$ cat src/rtl/rs_syndrome_gf4096.sv
module rs_syndrome_gf4096 #(
  parameter int          NSYN  = 8,
  parameter logic [11:0] ALPHA = 12'hE01
) (
  input  logic                 clk,
  input  logic                 rst_n,
  input  logic                 in_valid,
  output logic                 in_ready,
  input  logic                 in_first,
  input  logic                 in_last,
  input  logic [11:0]          in_sym,
  output logic                 syn_valid,
  output logic                 syn_err,
  output logic [NSYN*16-1:0]   syn_words
);

  localparam int NWORD = NSYN / 2;

  function automatic logic [5:0] mul64(input logic [5:0] a, input logic [5:0] b);
    logic [5:0] p, x;
    p = '0;
    x = a;
    for (int i = 0; i < 6; i++) begin
      if (b[i]) p = p ^ x;
      x = {x[4:0], 1'b0} ^ (x[5] ? 6'h03 : 6'h00);
    end
    return p;
  endfunction

  function automatic logic [11:0] mul4k(input logic [11:0] a, input logic [11:0] b);
    logic [5:0] hi, lo, ll;
    ll = mul64(a[5:0], b[5:0]);
    hi = mul64(a[11:6] ^ a[5:0], b[11:6] ^ b[5:0]) ^ ll;
    lo = mul64(mul64(a[11:6], b[11:6]), 6'h21) ^ ll;
    return {hi, lo};
  endfunction

  function automatic logic [11:0] root_of(input int j);
    logic [11:0] r;
    r = 12'h001;
    for (int k = 0; k < j; k++) r = mul4k(r, ALPHA);
    return r;
  endfunction

  logic [11:0] syn_q [NSYN];
  logic        held_q;
  logic        take;
  logic        any_nz;

  assign in_ready  = 1'b1;
  assign take      = in_valid && (in_first || !held_q);
  assign syn_valid = held_q;

  always_ff @(posedge clk or negedge rst_n) begin
    if (!rst_n)    held_q <= 1'b0;
    else if (take) held_q <= in_last;
  end

  for (genvar j = 0; j < NSYN; j++) begin : g_syn
    localparam logic [11:0] ROOT = root_of(j);
    always_ff @(posedge clk or negedge rst_n) begin
      if (!rst_n)        syn_q[j] <= '0;
      else if (take)     syn_q[j] <= in_first ? in_sym : (mul4k(syn_q[j], ROOT) ^ in_sym);
    end

    a_r3_first_loads: assert property (@(posedge clk) disable iff (!rst_n)
      in_valid && in_first |=> syn_q[j] == $past(in_sym));
  end

  for (genvar k = 0; k < NWORD; k++) begin : g_pack
    assign syn_words[32*k +: 32] = {4'h0, syn_q[2*k+1], 4'h0, syn_q[2*k]};
  end

  always_comb begin
    any_nz = 1'b0;
    for (int j = 0; j < NSYN; j++) any_nz = any_nz | (|syn_q[j]);
  end
  assign syn_err = held_q && any_nz;

  a_r9_idle_holds: assert property (@(posedge clk) disable iff (!rst_n)
    !in_valid |=> $stable(syn_words) && $stable(syn_valid));

  a_r10_held_frozen: assert property (@(posedge clk) disable iff (!rst_n)
    syn_valid && in_valid && !in_first |=> $stable(syn_words) && syn_valid);

  a_r7_done_rises: assert property (@(posedge clk) disable iff (!rst_n)
    in_valid && in_last && (in_first || !syn_valid) |=> syn_valid);

  a_r7_start_clears: assert property (@(posedge clk) disable iff (!rst_n)
    in_valid && in_first && !in_last |=> !syn_valid);

  a_r8_err_needs_valid: assert property (@(posedge clk) disable iff (!rst_n)
    syn_err |-> syn_valid);

  a_r4_s0_accumulates: assert property (@(posedge clk) disable iff (!rst_n)
    in_valid && !in_first && !syn_valid |=> syn_q[0] == $past(syn_q[0] ^ in_sym));

endmodule

$ cat config.mk
export PLATFORM = sky130hd
export DESIGN_NAME = rs_syndrome_gf4096
export DESIGN_NICKNAME = d
export VERILOG_FILES = /design/src/rtl/rs_syndrome_gf4096.sv
export SDC_FILE = /design/constraint.sdc
export NUM_CORES = 1
export LEC_CHECK = 0
export BUFFER_PORTS_ARGS = -buffer_cell sky130_fd_sc_hd__buf_2
export CORE_MARGIN = 10
export CORE_UTILIZATION = 50
export CTS_BUF_LIST = sky130_fd_sc_hd__clkbuf_4 sky130_fd_sc_hd__clkbuf_8
export DETAILED_ROUTE_END_ITERATION = 6
export PLACE_DENSITY = 0.82
export SYNTH_ARGS = -nofsm -noshare
export SYNTH_HDL_FRONTEND = slang
export SYNTH_SLANG_ARGS = --single-unit
$ cat constraint.sdc
create_clock -name clk -period 3.4 [get_ports clk]
set_clock_uncertainty 0.15 [all_clocks]
set_input_delay 0.34 -clock clk [delete_from_list [all_inputs] [get_ports clk]]
set_output_delay 0.34 -clock clk [all_outputs]
set_load 0.02 [all_outputs]
* Word level (Yosys, flattened, before mapping)
Cells that the tools add are included.
Operators by class: muxes and demuxes 212, bitwise gates (word level) 211, reductions and logical operators 12
Operators with widths (number):
- $xor A6 B2 Y6 | 121
- $mux W6 | 83
- $xor A6 B6 Y6 | 75
- $mux W2 | 121
- $mux W12 | 8
- $reduce_or A12 Y1 | 8
- $xor A12 B12 Y12 | 8
- $or A1 B1 Y1 | 7
- $logic_and A1 B1 Y1 | 2
- $logic_not A1 Y1 | 1
- $logic_or A1 B1 Y1 | 1
Storage, ports and cells: bits in registers 97

* Depth between registers and ports, before layout
Gate-level depths: netlist of run 1.
depth in word-level cells 29, mapped depth 8, depth with buffers taken out 7

* Worst setup path before layout of run 1
No wires, ideal clock.
path type register -> register, from reg syn_q (netlist bit syn_words[68]), to reg syn_q (netlist bit syn_words[75]), setup time 82 ps, data arrival time 2468 ps, required time 3168 ps, setup slack 700 ps, cell stages (with the launch flop) 8, buffers on the path 0, clock period less this slack 2700 ps, cells stage by stage dfrtp_1 -> inv_1 -> ha_1 -> xor2_2 -> xnor3_2 -> xor3_1 -> or3_1 -> a31oi_1
On the way: cells in the longest elaborated chain, start to end 14
RTL lines:
- start, declared | RTL line 45 | logic [11:0] syn_q [NSYN];
- start signal, assigned by index | RTL line 63 | else if (take) syn_q[j] <= in_first ? in_sym : (mul4k(syn_q[j], ROOT) ^ in_sym);
- $xor A6 B2 Y6 | RTL line 25 | x = {x[4:0], 1'b0} ^ (x[5] ? 6'h03 : 6'h00);
- $xor A6 B6 Y6 | RTL line 24 | if (b[i]) p = p ^ x;
- $mux W6 | RTL line 63
- $xor A6 B6 Y6 | RTL line 24
- $mux W6 | RTL line 63
- $xor A6 B6 Y6 | RTL line 24
- $mux W6 | RTL line 63
- $xor A6 B6 Y6 | RTL line 24
- $mux W6 | RTL line 63
- $xor A6 B6 Y6 | RTL line 24
- $mux W6 | RTL line 63
- $xor A6 B6 Y6 | RTL line 33 | hi = mul64(a[11:6] ^ a[5:0], b[11:6] ^ b[5:0]) ^ ll;
- $xor A12 B12 Y12 | RTL line 63
- $mux W12 | RTL line 63
No other way between the ends. The select of a mux whose other input is x is not followed. A chain may end at the register's enable or synchronous reset.

* Worst setup path in the final report of run 1
from reg syn_q (netlist bit syn_words[121]), to out syn_err
On the way: cells in the longest elaborated chain, start to end 3
RTL lines:
- $reduce_or A12 Y1 | RTL line 76 | for (int j = 0; j < NSYN; j++) any_nz = any_nz | (|syn_q[j]);
- $or A1 B1 Y1 | RTL line 76
- $logic_and A1 B1 Y1 | RTL line 78 | assign syn_err = held_q && any_nz;
- end, declared | RTL line 13 | output logic syn_err,
No other way between the ends.

==> results of run 1 <==
==> flip-flops by register name (all words and copies together), names as in the netlist <==
register and flops:
syn_valid 1, syn_words 96
==> layout make-up <==
type	instances	area [µm²]	area share, %
multi-input cells	717	6010	61.1
flip-flops and latches	97	2430	24.7
repair buffers	127	698	7.10
well taps	229	287	2.91
inverters	55	206	2.10
clock buffers	13	179	1.82
clock inverters	3	22.5	0.229
==> cells by family (layout without fill, tap and decap cells) <==
kind of cell	Yosys count	count (layout)
buffers and inverters	171	198
multiplexers	12	12
AO/OA/AOI/OAI	185	185
XOR/XNOR	248	248
flip-flops	97	97
adder cells (fa/ha/maj)	23	23
other	2	33
AND/OR/NAND/NOR	216	216
==> cells in the mapped netlist, types with 9 or more instances <==
| cell | instances | area (µm²) |
|---|---|---|
| sky130_fd_sc_hd__o211ai_1 | 9 | 67.6 |
| sky130_fd_sc_hd__ha_1 | 23 | 288 |
| sky130_fd_sc_hd__dfrtp_1 | 97 | 2430 |
| sky130_fd_sc_hd__buf_4 | 38 | 285 |
| sky130_fd_sc_hd__xor2_1 | 33 | 289 |
| sky130_fd_sc_hd__a32o_1 | 11 | 110 |
| sky130_fd_sc_hd__xnor3_1 | 60 | 1350 |
| sky130_fd_sc_hd__nor4_1 | 10 | 62.6 |
| sky130_fd_sc_hd__inv_1 | 54 | 203 |
| sky130_fd_sc_hd__mux2i_1 | 10 | 100 |
| sky130_fd_sc_hd__or3_1 | 16 | 100 |
| sky130_fd_sc_hd__xor3_1 | 14 | 333 |
| sky130_fd_sc_hd__o21ai_0 | 94 | 470 |
| sky130_fd_sc_hd__a21oi_1 | 16 | 80.1 |
| sky130_fd_sc_hd__a31oi_1 | 20 | 125 |
| sky130_fd_sc_hd__nor2_1 | 57 | 214 |
| sky130_fd_sc_hd__clkbuf_1 | 68 | 255 |
| sky130_fd_sc_hd__nand2_1 | 67 | 251 |
| sky130_fd_sc_hd__xnor2_1 | 136 | 1190 |
| sky130_fd_sc_hd__nor3_1 | 13 | 65.1 |
| sky130_fd_sc_hd__nor2b_1 | 11 | 68.8 |
| sky130_fd_sc_hd__nand3_1 | 14 | 70.1 |
==> repair_timing <==
action                                  4_1_cts  5_1_grt
endpoints found under the setup margin        0        0
endpoints found under the hold margin        56        0
hold buffers                                  1        0
gates resized for setup                       0        0
==> layer usage <==
metal  GRT usage (%)  routed length (µm)
met1            27.1               10700
met2            35.0               12500
met3            6.20                2460
met4            6.52                 695
met5               0                   0
==> path summary, 6_finish.rpt <==
kind	from	endpoint	slack, ns	cells after the start
min in group asynchronous	rst_n	syn_words[58]	0.39	2
worst min-delay path	in_last	syn_valid	0.03	3
worst max register to register	syn_words[69]	syn_words[75]	0.67	7
worst max-delay path	syn_words[121]	syn_err	0.26	7
worst min register to register	syn_words[43]	syn_words[43]	0.41	2
max in group asynchronous	rst_n	syn_words[23]	2.01	3
==> stage by stage <==
step | area (µm²) | setup WS [ns] | hold slack, ns
2_1_floorplan | 9210 | 0.700 | -0.106
3_3_place_gp | 9620 | 0.790 | 0.321
3_5_place_dp | 9620 | 0.701 | 0.328
4_1_cts | 9830 | 0.330 | 0.0242
5_1_grt | 9830 | 0.130 | 0.0699
6_report | 9830 | 0.262 | 0.0334
==> worst max-delay path, cell delays in order, from the launching register on <==
cell and delay (ns):
sky130_fd_sc_hd__dfrtp_1 0.48, sky130_fd_sc_hd__inv_1 0.16, sky130_fd_sc_hd__ha_1 0.18, sky130_fd_sc_hd__nand4b_1 0.08, sky130_fd_sc_hd__or4_1 0.42, sky130_fd_sc_hd__nor4_1 0.52
sky130_fd_sc_hd__a31oi_1 0.20, sky130_fd_sc_hd__buf_2 0.20
==> run summary, run 1 <==
===============================================================================
Maximum number of buffers from clock root to sink                             2
Run status                                                            completed
Synthesis-to-finish area growth                                           8.09%
Maximum fanout count along the critical path                                  7
Data arrival at the endpoint of the critical path                       2.65 ns
Class of the tightest hold or removal check                        input port to flip-flop
Remaining Overflow, GRT                                                       0
Setup-failing EPs final                                                       0
Post-CTS Setup Bufs                                                           0
Number of max-slew violations in the final report                             0
Detailed-routing iteration count for the pre-antenna-repair pass              5
Area enclosed by the die boundary                                     24000 µm²
Yosys warns                                                                   0
Leading cell type in the layout, fill and taps excluded            sky130_fd_sc_hd__xnor2_1
Post-Syn Instances                                                          954
Number of fill cells in the layout                                         1606
Top library cells by usage in the layout, fill and taps aside      sky130_fd_sc_hd__xnor2_1, sky130_fd_sc_hd__buf_2, sky130_fd_sc_hd__dfrtp_1, sky130_fd_sc_hd__o21ai_0, sky130_fd_sc_hd__nand2_1
Number of core rows                                                          49
Mean post-synth cell area                                              9.53 µm²
Number of endpoints with negative hold slack in the final report              0
Total negative setup slack                                                 0 ns
DRT iter0 DRCs                                                              615
Antenna violations before repair                                              0
Post-synth top flop                                                sky130_fd_sc_hd__dfrtp_1
Chip height                                                              155 µm
Filler-free cell count of the finished design                              1241
Main combinational cell family by area after synthesis             XOR/XNOR gates
Num ports                                                                   148
Share of layout cells above drive strength 1                              15.1%
Detailed Route WL                                                       26.4 mm
CTS HTree Levels                                                              3
Post-route DRC                                                                0
Worst skew pair latency                                                 0.41 ns
Synth Area in Adders                                                      3.16%
Area inside the core boundary                                         17900 µm²
Placer congestion estimate                                                0.948
Relative slew margins                                                     47.6%
Number of vias after detailed routing                                      7204
Share of cell area taken by muxes after synthesis                         1.35%
Total inserted antenna cells                                                  0
Placed insts                                                               1224
Wire length of the first global-routing pass                            41.1 mm
DR vias/cell                                                               5.80
Unrepaired setup endpoints after global routing                           false
Effective utilization at floorplan                                        50.8%
All-Layer GR Usage                                                        21.5%
Clock root buffer                                                  sky130_fd_sc_hd__clkbuf_8
Critical path data required time                                        2.91 ns
Synth Area in Compound Gates                                              12.6%
Simple-gate area share of the yosys netlist                               11.4%
CTS tree                                                                   done
Final Cycle Share                                                         92.3%
Routed Antenna Nets                                                           0
Type of the worst setup path                                       flip-flop to primary output
Num CTS Buffers                                                               9
Xor and xnor area share after synthesis                                   36.0%
EDFF count, synth                                                             0
Startpoint class of the critical path                                 flip-flop
Actual transition at the worst max-transition pin                      0.786 ns
Final-stage net count                                                      1047
Sink count of the clock tree                                                 97
Finished Core Util                                                        54.9%
Share of flip-flops with an asynchronous set or reset                      100%
Maximum frequency from static timing analysis                         0.319 GHz
Dpl hpwl                                                                19.4 mm
Pin count of the biggest net entering global routing                         60
Flops & latches, synth                                                       97
Wirelength per Cell                                                     21.3 µm
Time the worst path needs with I/O delays and setup                     3.14 ns
Fraction of the yosys area taken by sequential cells                      26.7%
Die Width                                                                155 µm
Via count of the first global-routing pass                                 7313
Synthesized cell area                                                  9100 µm²
Number of distinct library cells after synthesis                             60
Max-cap violations                                                            0
Number of port buffers                                                      114
Clock-pin slew on the worst setup and hold paths                        0.11 ns
Critical path capture point type                                   primary output
===============================================================================
Power of run 1 is left out: the tool's default activity adds up to more than one toggle a clock period on the data nets, which glitch-free logic cannot reach.
==> run 2: changes to the inputs <==
==> config.mk (replaced) <==
export PLATFORM = sky130hd
export DESIGN_NAME = rs_syndrome_gf4096
export DESIGN_NICKNAME = d
export VERILOG_FILES = /design/src/rtl/rs_syndrome_gf4096.sv
export SDC_FILE = /design/constraint.sdc
export NUM_CORES = 1
export LEC_CHECK = 0
export CORE_MARGIN = 10
export CORE_UTILIZATION = 50
export CTS_BUF_LIST = sky130_fd_sc_hd__clkbuf_4 sky130_fd_sc_hd__clkbuf_8
export DETAILED_ROUTE_END_ITERATION = 6
export DONT_BUFFER_PORTS = 1
export PLACE_DENSITY = 0.75
export SYNTH_ARGS = -nofsm -noshare
export SYNTH_HDL_FRONTEND = slang
export SYNTH_SLANG_ARGS = --single-unit
==> run 2 against run 1 <==
  * First-iteration DRC count rose by 4.6%
  * Die area did not move
  * Final area fell by 2.8%
  * Sequential share of layout area up 0.70 points
  * Fmax is 1.7% lower
  * Global-route usage rose by 1.9 points
  * Non-clock buffer count fell by 81
  * Worst setup slack lost 0.056 ns
  * Core utilization fell by 1.5 points
  * Register-to-register slack worse by 0.18 ns
  * Critical path type unchanged
  * Highest routed layer unchanged
==> run summary, run 2 (same netlist as run 1, synthesis figures left out) <==
===============================================================================
Cell family contributing the most delay on the critical path       simple AND/OR/NAND/NOR gates
Setup-failing EPs final                                                       0   unchanged
Effective utilization at floorplan                                        50.8%   unchanged
Worst setup slack for register-to-register paths                        0.49 ns   -0.18 ns
Number of max-slew violations in the final report                             0   unchanged
Routed Antenna Nets                                                           0   unchanged
Post-route DRC                                                                0   unchanged
Leading cell type in the layout, fill and taps excluded            sky130_fd_sc_hd__xnor2_1
Number of port buffers                                                        0   -100%
Delay contributed by the slowest stage of the critical path             0.57 ns   +0.05 ns
Antenna violations before repair                                              0   unchanged
Wire length of the first global-routing pass                            44.0 mm   +7.0%
Time the worst path needs with I/O delays and setup                     3.19 ns   +0.0558 ns
Unrepaired setup endpoints after global routing                           false
Relative slew margins                                                     24.9%   -23 points
Cells along the critical path                                      inv_1, ha_1, nand4b_1, or4_1, nor4_2, a31oi_1
Synthesis-to-finish area growth                                           5.10%
Top library cells by usage in the layout, fill and taps aside      sky130_fd_sc_hd__xnor2_1, sky130_fd_sc_hd__dfrtp_1, sky130_fd_sc_hd__o21ai_0, sky130_fd_sc_hd__nand2_1, sky130_fd_sc_hd__xnor3_1
Final-stage net count                                                       966   -7.7%
Area inside the core boundary                                         17900 µm²   unchanged
Maximum frequency from static timing analysis                         0.313 GHz   -1.7%
Detailed Route WL                                                       28.5 mm   +7.9%
Number of flip-flops in the largest register                                 96   unchanged
Data arrival at the endpoint of the critical path                       2.70 ns   +0.05 ns
Pin count of the biggest net entering global routing                         98   +63%
Run status                                                            completed
Actual transition at the worst max-transition pin                       1.12 ns   +0.336 ns
Chip height                                                              155 µm   unchanged
Die Width                                                                155 µm   unchanged
Placer congestion estimate                                                0.884   -6.8%
CTS tree                                                                   done
Filler-free cell count of the finished design                              1162   -6.4%
Num CTS Buffers                                                               9   unchanged
Dpl hpwl                                                                18.9 mm   -2.5%
Finished Core Util                                                        53.4%   -1.5 points
Area enclosed by the die boundary                                     24000 µm²   unchanged
Sink count of the clock tree                                                 97   unchanged
Maximum fanout count along the critical path                                  7   unchanged
Remaining Overflow, GRT                                                       0   unchanged
Number of endpoints with negative hold slack in the final report              0   unchanged
Clock-pin slew on the worst setup and hold paths                        0.10 ns   about the same
All-Layer GR Usage                                                        23.5%   +1.9 points
Placed insts                                                               1120   -8.5%
Clock root buffer                                                  sky130_fd_sc_hd__clkbuf_8
DR vias/cell                                                               5.98   +3.0%
CTS HTree Levels                                                              3   unchanged
Class of the tightest hold or removal check                        input port to flip-flop
Post-CTS Setup Bufs                                                           0   unchanged
Maximum number of buffers from clock root to sink                             2   unchanged
Worst skew pair latency                                                 0.41 ns   about the same
Share of layout cells above drive strength 1                              5.48%   -9.6 points
Master of the slowest instance on the critical path                sky130_fd_sc_hd__dfrtp_1
Num ports                                                                   148   unchanged
DRT iter0 DRCs                                                              643   +4.6%
Type of the worst setup path                                       flip-flop to primary output
Wirelength per Cell                                                     24.5 µm   +15%
Number of core rows                                                          49   unchanged
Sum of buffers and inverters on the critical path                             1   -1
Detailed-routing iteration count for the pre-antenna-repair pass              6   +1
Startpoint class of the critical path                                 flip-flop
Critical path capture point type                                   primary output
Total negative setup slack                                                 0 ns   unchanged
Number of vias after detailed routing                                      6950   -3.5%
Max-cap violations                                                            0   unchanged
Final Cycle Share                                                         93.9%   +1.6 points
Critical path data required time                                        2.91 ns   about the same
Via count of the first global-routing pass                                 6822   -6.7%
===============================================================================
run 2: changes by cell type in the layout (fill, tap and decap cells not counted), sizes merged:
| cell | delta |
|---|---|
| clkinvlp | +2 |
| diode | +2 |
| clkbuf | -2 |
| dlygate4sd3 | +22 |
| buf | -103 |
run 2: metrics by stage:
stage / setup WS (ns) / hold slack [ns] / area, µm²
3_5_place_dp: 0.510 / -0.100 / 9110
4_1_cts: 0.131 / 0.00185 / 9550
5_1_grt: 0.128 / 0.0195 / 9560
2_1_floorplan: 0.700 / -0.106 / 9210
3_3_place_gp: 0.587 / -0.0993 / 9110
6_report: 0.206 / 0.00193 / 9560
run 2: layout make-up:
cell class | count | area, µm²
fill | 1671 | 8340
multi-input combinational | 717 | 6020
sequential | 97 | 2430
timing repair buffer | 46 | 435
tap | 229 | 287
inverter | 55 | 206
clock buffer | 11 | 151
clock inverter | 5 | 30.0
antenna | 2 | 5.00
run 2: layer usage:
layer	track usage (%)	routed length [µm]	vias up
li1	-	-	3122
met1	29.5	11000	3429
met2	38.1	13800	357
met3	6.31	2920	42
met4	8.10	763	0
met5	0	0	-
run 2: repair_timing:
action / in CTS / in global routing
gates resized for setup: 0 / 1
endpoints found under the setup margin: 0 / 1
endpoints found under the hold margin: 180 / 0
hold buffers: 24 / 0
run 2: path summary, 6_finish.rpt:
| path | start | end | cells past startpoint |
|---|---|---|---|
| hold reg to reg | syn_words[83] | syn_words[83] | 3 |
| setup / recovery | syn_words[121] | syn_err | 6 |
| setup reg to reg | syn_words[68] | syn_words[75] | 7 |
| min in group asynchronous | rst_n | syn_words[122] | 2 |
| hold / removal | in_valid | syn_words[3] | 2 |
| max in group asynchronous | rst_n | syn_words[40] | 2 |
Power of run 2 is left out for the same reason.
==> run 3: changes to the inputs <==
--- a/config.mk
+++ b/config.mk
@@ -6,11 +6,11 @@
 export NUM_CORES = 1
 export LEC_CHECK = 0
 export CORE_MARGIN = 10
-export CORE_UTILIZATION = 50
+export CORE_UTILIZATION = 46
 export CTS_BUF_LIST = sky130_fd_sc_hd__clkbuf_4 sky130_fd_sc_hd__clkbuf_8
 export DETAILED_ROUTE_END_ITERATION = 6
 export DONT_BUFFER_PORTS = 1
-export PLACE_DENSITY = 0.75
+export PLACE_DENSITY = 0.71
 export SYNTH_ARGS = -nofsm -noshare
 export SYNTH_HDL_FRONTEND = slang
 export SYNTH_SLANG_ARGS = --single-unit
==> run 3 against run 2 <==
  * The flow now finishes with violations (hold timing)
  * Core utilization fell by 4.1 points
  * Fmax rose by 2.1%
  * Worst setup slack improved by 0.067 ns
  * Sequential cell count did not move
  * Critical path type unchanged
  * Highest routed layer unchanged
==> run summary, run 3 (same netlist as run 1, synthesis figures left out) <==
===============================================================================
Run status                                                         complete, but fails checks
Violations in the final reports                                     hold timing
Setup-failing EPs final                                                       0   unchanged
Unrepaired setup endpoints after global routing                           false
Depth of the worst register-to-register path                                  7   unchanged
Count of instances resized after the clock tree is built                      0   unchanged
Relative slew margins                                                     19.7%   -5.2 points
CTS tree                                                                   done
Time the worst path needs with I/O delays and setup                     3.13 ns   -0.0667 ns
Dpl hpwl                                                                19.1 mm   +1.2%
Class of the tightest hold or removal check                        input port to flip-flop
Final Cycle Share                                                         92.0%   -2.0 points
Total negative setup slack                                                 0 ns   unchanged
Master of the slowest instance on the critical path                sky130_fd_sc_hd__dfrtp_1
Top library cells by usage in the layout, fill and taps aside      sky130_fd_sc_hd__xnor2_1, sky130_fd_sc_hd__dfrtp_1, sky130_fd_sc_hd__o21ai_0, sky130_fd_sc_hd__nand2_1, sky130_fd_sc_hd__xnor3_1
Number of fill cells in the layout                                         1797   +7.5%
Hold Path Sink                                                     syn_words[67]
Worst skew pair latency                                                 0.40 ns   about the same
Sink count of the clock tree                                                 97   unchanged
Beginning of the worst register-to-register path                   syn_words[68]
Num ports                                                                   148   unchanged
Critical path data required time                                        2.91 ns   about the same
Hold path cells                                                               1   -1
Type of the worst setup path                                       flip-flop to primary output
Actual transition at the worst max-transition pin                       1.20 ns   +0.0779 ns
All-Layer GR Usage                                                        22.2%   -1.3 points
Wirelength per Cell                                                     24.3 µm   -0.95%
Pin count of the biggest net entering global routing                         98   unchanged
Startpoint class of the critical path                                 flip-flop
Post-route DRC                                                                0   unchanged
CTS HTree Levels                                                              3   unchanged
Area enclosed by the die boundary                                     25800 µm²   +7.5%
Routed Antenna Nets                                                           0   unchanged
Detailed-routing iteration count for the pre-antenna-repair pass              5   -1
Number of vias after detailed routing                                      6960   +0.14%
Antenna violations before repair                                              3   +3
Maximum fanout count along the critical path                                  6   -1
Number of max-slew violations in the final report                             0   unchanged
Sequential cell area in the final layout                               2430 µm²   unchanged
Tightest hold margin                                                -0.00145 ns   -0.00338 ns
Clock root buffer                                                  sky130_fd_sc_hd__clkbuf_8
Number of cells on the critical path                                          6   unchanged
Effective utilization at floorplan                                        46.7%   -4.1 points
Number of endpoints with negative hold slack in the final report              1   +1
Combined area of the multi-input logic cells                           6010 µm²   -0.10%
Cells along the critical path                                      inv_1, ha_1, nand4b_1, or4_1, nor4_1, a31oi_1
Share of layout cells above drive strength 1                              5.39%   -0.090 points
Worst setup slack for register-to-register paths                        0.50 ns   about the same
Maximum number of buffers from clock root to sink                             2   unchanged
Wire length of the first global-routing pass                            44.4 mm   +0.88%
Detailed Route WL                                                       29.0 mm   +1.7%
DRT iter0 DRCs                                                              714   +11%
Remaining Overflow, GRT                                                       0   unchanged
Number of buffers inserted by hold repair at cts                             21   -13%
Reg-to-reg endpoint                                                syn_words[75]
Synthesis-to-finish area growth                                           5.42%
Startpoint of the most critical hold path                             in_sym[3]
Cell family contributing the most delay on the critical path       simple AND/OR/NAND/NOR gates
Critical path capture point type                                   primary output
Delay contributed by the slowest stage of the critical path             0.57 ns   about the same
Total inserted antenna cells                                                  0   -2
Clock-pin slew on the worst setup and hold paths                        0.10 ns   about the same
Post-CTS Setup Bufs                                                           0   unchanged
Num CTS Buffers                                                               9   unchanged
Number of core rows                                                          51   +4.1%
Sum of buffers and inverters on the critical path                             1   unchanged
Placer congestion estimate                                                0.883   about the same
Die Width                                                                161 µm   +3.7%
DR vias/cell                                                               5.83   -2.5%
Number of flip-flops in the largest register                                 96   unchanged
Chip height                                                              161 µm   +3.7%
Data arrival at the endpoint of the critical path                       2.64 ns   -0.06 ns
Final-stage net count                                                       964   -0.21%
Area inside the core boundary                                         19500 µm²   +8.7%
Via count of the first global-routing pass                                 6861   +0.57%
Max-cap violations                                                            0   unchanged
Number of port buffers                                                        0   unchanged
Leading cell type in the layout, fill and taps excluded            sky130_fd_sc_hd__xnor2_1
Maximum frequency from static timing analysis                         0.320 GHz   +2.1%
===============================================================================
-- run 3: changes by cell type in the layout (fill, tap and decap cells not counted) --
cell,change
sky130_fd_sc_hd__dlygate4sd3_1,-3
sky130_fd_sc_hd__clkinvlp_4,-2
sky130_fd_sc_hd__diode_2,-2
sky130_fd_sc_hd__buf_4,+1
sky130_fd_sc_hd__bufinv_16,+1
sky130_fd_sc_hd__clkbuf_4,+1
sky130_fd_sc_hd__clkinv_2,-1
sky130_fd_sc_hd__nor4_1,+1
sky130_fd_sc_hd__nor4_2,-1
-- run 3: layer usage --
metal  vias to the layer above  GRT usage, %  part of all wire [%]
met5                         -             0                     0
met4                         0          5.34                   1.9
met1                      3478          28.9                    41
met3                        31          6.08                   9.7
met2                       325          35.8                    47
li1                       3126             -                     -
-- run 3: per-stage QoR --
stage                     cell area, µm²  instances  worst slack (ns)  utilization, %
after floorplan                     9210        985             0.700               -
after global placement              9160       1157             0.577            47.1
after detailed placement            9160       1157             0.506            47.1
after CTS                           9590       1193             0.237            49.3
after global routing                9590       1193             0.157            49.3
final                               9590       1193             0.273            49.3
-- run 3: worst max-delay path by stage --
| stage | startpoint | endpoint |
|---|---|---|
| floorplan | syn_words[68] | syn_words[75] |
| global placement | syn_words[68] | syn_words[75] |
| detailed placement | syn_words[68] | syn_words[75] |
| CTS | syn_words[120] | syn_err |
| global route | syn_words[120] | syn_err |
| finish | syn_words[120] | syn_err |
-- run 3: final cells by class --
cell class,instances,share of cell area [%]
timing repair buffer,44,4.31
tap,265,3.46
multi-input combinational,717,62.7
clock buffer,12,1.66
inverter,55,2.15
sequential,97,25.3
clock inverter,3,0.418
Power of run 3 is left out for the same reason.
